`config.mk`:
```
export PLATFORM = sky130hd
export DESIGN_NAME = daisy_bus_arbiter
export DESIGN_NICKNAME = d
export VERILOG_FILES = /design/src/rtl/daisy_arb_pkg.sv /design/src/rtl/chain_cell.sv /design/src/rtl/chain_datapath.sv /design/src/rtl/arb_control.sv /design/src/rtl/daisy_bus_arbiter.sv
export SDC_FILE = /design/constraint.sdc
export NUM_CORES = 1
export LEC_CHECK = 0
export BUFFER_PORTS_ARGS = -buffer_cell sky130_fd_sc_hd__buf_2
export CAP_MARGIN = 20
export CORE_MARGIN = 8
export CORE_UTILIZATION = 45
export DETAILED_ROUTE_END_ITERATION = 12
export PLACE_DENSITY = 0.81
export SYNTH_ARGS = -nofsm -noshare
export SYNTH_HDL_FRONTEND = slang
export SYNTH_SLANG_ARGS = --single-unit
```
`constraint.sdc`:
```
create_clock -name clk -period 3.7 [get_ports clk]
set_input_delay 0.74 -clock clk [delete_from_list [all_inputs] [get_ports clk]]
set_output_delay 0.74 -clock clk [all_outputs]
set_load 0.01 [all_outputs]
```
`src/rtl/daisy_arb_pkg.sv`:
```
package daisy_arb_pkg;
  typedef enum logic [1:0] {
    ARB_IDLE  = 2'd0,
    ARB_GRANT = 2'd1,
    ARB_OWNED = 2'd2
  } arbState_t;

  typedef struct packed {
    logic grantPulse;
    logic clearOwner;
  } arbStrobe_t;
endpackage

```
`src/rtl/chain_cell.sv`:
```
module chain_cell (
  input  logic clk,
  input  logic rstN,
  input  logic grantIn,
  input  logic reqIn,
  input  logic failedIn,
  input  logic releaseIn,
  input  logic clearOwner,
  output logic grantOut,
  output logic takeOut,
  output logic releaseOut,
  output logic ownOut
);
  logic ownQ;

  always_comb begin
    takeOut    = grantIn & reqIn & ~failedIn;
    grantOut   = grantIn & ~reqIn & ~failedIn;
    releaseOut = ownQ & releaseIn;
  end

  always_ff @(posedge clk) begin
    if (!rstN)           ownQ <= 1'b0;
    else if (clearOwner) ownQ <= 1'b0;
    else if (takeOut)    ownQ <= 1'b1;
  end

  assign ownOut = ownQ;
endmodule

```
`src/rtl/chain_datapath.sv`:
```
module chain_datapath #(
  parameter int NUM_DEV = 8,
  localparam int IDXW = (NUM_DEV > 1) ? $clog2(NUM_DEV) : 1
) (
  input  logic                          clk,
  input  logic                          rstN,
  input  daisy_arb_pkg::arbStrobe_t     strobe,
  input  logic [NUM_DEV-1:0]            devReq,
  input  logic [NUM_DEV-1:0]            devRelease,
  input  logic [NUM_DEV-1:0]            devFailed,
  output logic                          liveReq,
  output logic                          anyTaken,
  output logic                          releaseSeen,
  output logic [NUM_DEV-1:0]            devGrantIn,
  output logic [NUM_DEV-1:0]            devOwn,
  output logic                          ownerValid,
  output logic [IDXW-1:0]               ownerIdx
);
  logic [NUM_DEV:0]   chainTap;
  logic [NUM_DEV-1:0] takeVec;
  logic [NUM_DEV-1:0] relVec;

  assign chainTap[0] = strobe.grantPulse;

  for (genvar i = 0; i < NUM_DEV; i++) begin : g_cell
    chain_cell u_cell (
      .clk        (clk),
      .rstN       (rstN),
      .grantIn    (chainTap[i]),
      .reqIn      (devReq[i]),
      .failedIn   (devFailed[i]),
      .releaseIn  (devRelease[i]),
      .clearOwner (strobe.clearOwner),
      .grantOut   (chainTap[i+1]),
      .takeOut    (takeVec[i]),
      .releaseOut (relVec[i]),
      .ownOut     (devOwn[i])
    );
  end

  assign devGrantIn  = chainTap[NUM_DEV-1:0];
  assign liveReq     = |(devReq & ~devFailed);
  assign anyTaken    = |takeVec;
  assign releaseSeen = |relVec;
  assign ownerValid  = |devOwn;

  always_comb begin
    ownerIdx = '0;
    for (int i = 0; i < NUM_DEV; i++) begin
      if (devOwn[i]) ownerIdx = IDXW'(i);
    end
  end
endmodule

```
`src/rtl/arb_control.sv`:
```
module arb_control (
  input  logic                      clk,
  input  logic                      rstN,
  input  logic                      liveReq,
  input  logic                      anyTaken,
  input  logic                      releaseSeen,
  output daisy_arb_pkg::arbStrobe_t strobe
);
  import daisy_arb_pkg::*;

  arbState_t stateQ, stateD;

  always_comb begin
    stateD = stateQ;
    unique case (stateQ)
      ARB_IDLE:  if (liveReq) stateD = ARB_GRANT;
      ARB_GRANT: stateD = anyTaken ? ARB_OWNED : ARB_IDLE;
      ARB_OWNED: if (releaseSeen) stateD = ARB_IDLE;
      default:   stateD = ARB_IDLE;
    endcase
  end

  always_ff @(posedge clk) begin
    if (!rstN) stateQ <= ARB_IDLE;
    else       stateQ <= stateD;
  end

  always_comb begin
    strobe.grantPulse = (stateQ == ARB_GRANT);
    strobe.clearOwner = (stateQ == ARB_OWNED) && releaseSeen;
  end
endmodule

```
`src/rtl/daisy_bus_arbiter.sv`:
```
module daisy_bus_arbiter #(
  parameter int NUM_DEV = 8,
  localparam int IDXW = (NUM_DEV > 1) ? $clog2(NUM_DEV) : 1
) (
  input  logic               clk,
  input  logic               rstN,
  input  logic [NUM_DEV-1:0] devReq,
  input  logic [NUM_DEV-1:0] devRelease,
  input  logic [NUM_DEV-1:0] devFailed,
  output logic               grantLine,
  output logic [NUM_DEV-1:0] devGrantIn,
  output logic [NUM_DEV-1:0] devOwn,
  output logic               ownerValid,
  output logic [IDXW-1:0]    ownerIdx
);
  daisy_arb_pkg::arbStrobe_t strobe;
  logic liveReq, anyTaken, releaseSeen;

  arb_control u_ctrl (
    .clk         (clk),
    .rstN        (rstN),
    .liveReq     (liveReq),
    .anyTaken    (anyTaken),
    .releaseSeen (releaseSeen),
    .strobe      (strobe)
  );

  chain_datapath #(.NUM_DEV(NUM_DEV)) u_path (
    .clk         (clk),
    .rstN        (rstN),
    .strobe      (strobe),
    .devReq      (devReq),
    .devRelease  (devRelease),
    .devFailed   (devFailed),
    .liveReq     (liveReq),
    .anyTaken    (anyTaken),
    .releaseSeen (releaseSeen),
    .devGrantIn  (devGrantIn),
    .devOwn      (devOwn),
    .ownerValid  (ownerValid),
    .ownerIdx    (ownerIdx)
  );

  assign grantLine = strobe.grantPulse;
endmodule

```
# == Yosys cells after proc, flatten, opt, wreduce, memory -nomap -nowiden ==
# Cells that the tools add are included.
# totals
input_bits,26
ff_bits,10
# classes
n_eq_ne,4
mux,11
n_bitwise,56
reduce_logical,8
# ops
op,count
AND 1 bit,38
OR reduction 8 bit,4
NOT 1 bit,16
2-to-1 mux 3 bit,4
2-to-1 mux 2 bit,5
AND 8 bit,1
NOT 8 bit,1
case mux 2 bit (3 select lines),1
== test 2 x 1 -> 1 bit (second input constant),1
== test 2 bit (second input constant),1
logical NOT 2 bit,1
inequality test 2 x 1 -> 1 bit (second input constant),1
inequality test 2 bit (second input constant),1
AND reduction 2 bit,1
OR reduction 2 bit,1
logical AND 1 bit,1
2-to-1 mux 1 bit,1

# == Longest topological paths before layout ==
# depth
depth_word,20
ltp_mapped,6
depth_no_buf,4

# == By module ==
# From an unflattened synthesis, not the netlist that was laid out.
# hier_totals
cells_unflattened,96
hier_area_um2,744.5
# modules_own_cells
module,instances,cells_each,area_per_inst_um2
chain_cell,8,6,56.3
chain_datapath,1,39,212.7
arb_control,1,9,81.3

# == Least setup slack after synthesis ==
# OpenSTA, ideal clock, no wires.
# synth_path
kind,input to output
from,input devReq[0]
to,output devGrantIn[6]
required_ns,2.960
slack_ns,0.748
arrival_time_ns,2.212
path_buffers,2
path_stages,6
path_cell_list,or4b_1 buf_2 nor4_4 and2_1 nor3b_2 buf_4
# synth_between
elab_chain_cells,13
# synth_lines
item,line,rtl
"start, declared",daisy_bus_arbiter.sv:7,"input logic [NUM_DEV-1:0] devReq,"
NOT 1 bit,chain_cell.sv:18,grantOut = grantIn & ~reqIn & ~failedIn;
AND 1 bit (10 in series),chain_cell.sv:18,
named net u_path.g_cell[4].u_cell.grantOut,chain_cell.sv:9,"output logic grantOut,"
AND 1 bit (2 in series),chain_cell.sv:18,
"end, declared",daisy_bus_arbiter.sv:11,"output logic [NUM_DEV-1:0] devGrantIn,"
# The timed path passes the listed nets, and every way through them passes these cells.

# == Worst setup path in the final report ==
# layout_path
from,input devReq[0]
to,output devGrantIn[6]
# layout_between
elab_chain_cells,13
# layout_lines
item,line
NOT 1 bit,chain_cell.sv:18
AND 1 bit (12 in series),chain_cell.sv:18
# No other way between the ends.

==> flow_metrics.env <==
export IMPL_die_x_um=57.7
export IMPL_dp_hpwl_um=1780
export IMPL_netlist_top_cells_area="dfxtp_1 26%, buf_4 15%, nor3_1 6.4%"
export IMPL_relSlewSlack_pct=58.2
export IMPL_crit_path_end_kind="output pin"
export IMPL_drtPass1Iterations=4
export IMPL_grt_ovfl_total=0
export IMPL_drt_initial_drc_count=16
export IMPL_gp_congestion=0.888
export IMPL_htreeDepth=1
export IMPL_synth_edf_count=0
export IMPL_drv_cap=0
export IMPL_clkTransAtPathRegs_ns=0.06
export IMPL_slowest_stage="or4b_1"
export IMPL_ant_nets=0
export IMPL_synth_flop_cell="dfxtp_1"
export IMPL_io_pins=47
export IMPL_io_buffers=46
export IMPL_wl_um=2120
export IMPL_fin_util_pct=55.7
export IMPL_worst_path_max_fanout=8
export IMPL_p_per_area_nw_per_um2=250
export IMPL_status="complete, no violations"
export IMPL_period_minus_slack_ns=3.18
export IMPL_synth_area_leader_cell="dfxtp_1"
export IMPL_yosysWarnings=0
export IMPL_holdPathEnd="u_ctrl.stateQ[0]"
export IMPL_die_area_um2=3320
export IMPL_final_period_utilization_pct=85.9
export IMPL_synth_most_common_cell="buf_4"
export IMPL_cts_num_sinks=10
export IMPL_seq_area_frac_synth_pct=25.6
export IMPL_clock_path_buffers=2
export IMPL_start_util_pct=46.7
export IMPL_synth_distinct_cells=31
export IMPL_whs_ns=0.528
export IMPL_cts_tree="yes"
export IMPL_critPathArrivalTime_ns=2.44
export IMPL_ir_worst_vdd_v=0.000130
export IMPL_synthCells=101
export IMPL_skew_ns=0.000397
export IMPL_layoutNonFillerInstCount=150
export IMPL_hold_violations=0
export IMPL_cts_hold_buf=0
export IMPL_core_rowCount=15
export IMPL_synthDominantCellAreaShare_pct=25.6
export IMPL_slew_viol_final=0
export IMPL_grt_usage_pct=12.9
export IMPL_worstPathCellList="buf_2, or4b_1, nor4_4, and2_1, nor3b_2, buf_2"
export IMPL_area_growth_pct=19.1
export IMPL_timing_rr_start="u_ctrl.stateQ[1]"
export IMPL_p_comb_share_pct=20.7
export IMPL_crit_required_ns=2.96
export IMPL_cts_resized=0
export IMPL_p_sw_mw=0.0615
export IMPL_diodes=0
export IMPL_drc=0
export IMPL_p_clk_share_pct=30.2
export IMPL_vias=841
export IMPL_core_um2=1670
export IMPL_path_class="in2out"
export IMPL_tightest_slew_ns=0.626
export IMPL_tns_ns=0
export IMPL_design_power_total_mw=0.232
export IMPL_syn_avg_cell_area_um2=7.73
export IMPL_fillCellCount=162
export IMPL_nets=161
export IMPL_ys_ff_latch=10
export IMPL_postCtsSetupRepairBufs=0
export IMPL_synth_common_cells="16 x buf_4, 10 x dfxtp_1, 10 x nor3_1"
export IMPL_rsz0062_at_grt="false"
export IMPL_max_stage_delay_ns=0.65
export IMPL_seq_power_share_pct=49.1
export IMPL_fp_dieH_um=57.7
export IMPL_async_flop_share_pct=0
export IMPL_synth_area_um2=781
export IMPL_hp_start="u_ctrl.stateQ[0]"
export IMPL_antenna_found_initial=0
export IMPL_grt_max_degree=11
export IMPL_grt_first_pass_wirelength_um=3510
export IMPL_drt_vias_per_instance=5.61
export IMPL_syn_nets=127
export IMPL_p_int_mw=0.171
export IMPL_worst_hold_path_num_cells=1
export IMPL_post_drt_wl_per_cell_um=14.2
export IMPL_cts_made_buffers=3
export IMPL_rr_worst_depth=4
export IMPL_r2r_slack_ns=1.69
export IMPL_fmax_ghz=0.315
export IMPL_seqCellArea_um2=200
export IMPL_root_buffer="clkbuf_4"
export IMPL_setup_viol=0
export IMPL_crit_path_start_kind="primary input"
export IMPL_multi_input_area_um2=429
export IMPL_netSwitchingFraction_pct=26.5
export IMPL_rr_endpoint="u_path.g_cell[7].u_cell.ownOut"
export IMPL_grt_pass1_vias=842
export IMPL_placed_cells=147
export IMPL_clk_latency_ns=0.26
export IMPL_hold_class="reg2reg"
export IMPL_drive_above_1_share_pct=39.1
export IMPL_crit_top_cell="buf_2"
export IMPL_power_leakage_nw=0.445
## placed cells by master (no fill, tap or decap), types with 2 or more instances in the layout
cell type  instances
nand2b_1           5
or3_1              2
inv_1              6
nand4b_1           2
a221oi_1           3
nor2b_1            2
a31oi_1            3
dfxtp_1           10
buf_2             46
a22o_1             2
clkbuf_4           3
nand2_1            2
nor3b_1            2
nor2_1             9
nor4_1             4
o21ai_0            4
nor3_1            10
a21oi_1            5
## critical path: cells and delay by family
kind,cells,cell delay [ns]
buffers and inverters,2,0.26
AND/OR/NAND/NOR,4,1.44
## how the worst max path moves through the flow
stage / startpoint / to / slack [ns] / depth (start not counted)
2_1_floorplan: devReq[0] / devGrantIn[6] / 0.75 / 6
3_5_place_dp: devReq[0] / devGrantIn[6] / 0.52 / 6
6_report: devReq[0] / devGrantIn[6] / 0.52 / 6
5_1_grt: devReq[0] / devGrantIn[6] / 0.45 / 6
3_3_place_gp: devReq[0] / devGrantIn[6] / 0.56 / 6
4_1_cts: devReq[0] / devGrantIn[6] / 0.52 / 6
## routing by layer
layer / wire length (um) / track usage (%) / vias up
li1: - / - / 420
met1: 1000 / 14.6 / 375
met2: 865 / 20.7 / 42
met3: 231 / 4.86 / 4
met4: 26 / 6.29 / 0
met5: 0 / 0 / -
## layout make-up
cell class / count / area share [%]
tap: 17 / 2.29
multi-input combinational: 67 / 46.2
inverter: 7 / 2.83
clock buffer: 3 / 2.42
timing repair buffer: 46 / 24.8
sequential: 10 / 21.5
## cells by family after synthesis
| kind of cell | synth area share, % |
|---|---|
| simple gates | 35.4 |
| compound gates | 19.6 |
| flops | 25.6 |
| buf+inv | 19.4 |
## power groups by stage
stage	registers, mW	logic [mW]	clock network, mW
CTS	0.114	0.0483	0.0728
detailed placement	0.116	0.0481	0
global placement	0.116	0.0472	0
floorplan	0.115	0.0261	0
global route	0.114	0.0536	0.0761
finish	0.114	0.0481	0.0701
## registers in the layout (all words and copies together), names as in the netlist
name                         flops
u_path.g_cell.u_cell.ownOut      8
u_ctrl.stateQ                    2
## through the flow
stage / setup WS [ns] / instance area, um2
2_1_floorplan: 0.748 / 781
3_3_place_gp: 0.562 / 907
3_5_place_dp: 0.517 / 907
4_1_cts: 0.516 / 930
5_1_grt: 0.447 / 930
6_report: 0.523 / 930
(Power assumes the default switching activity.)
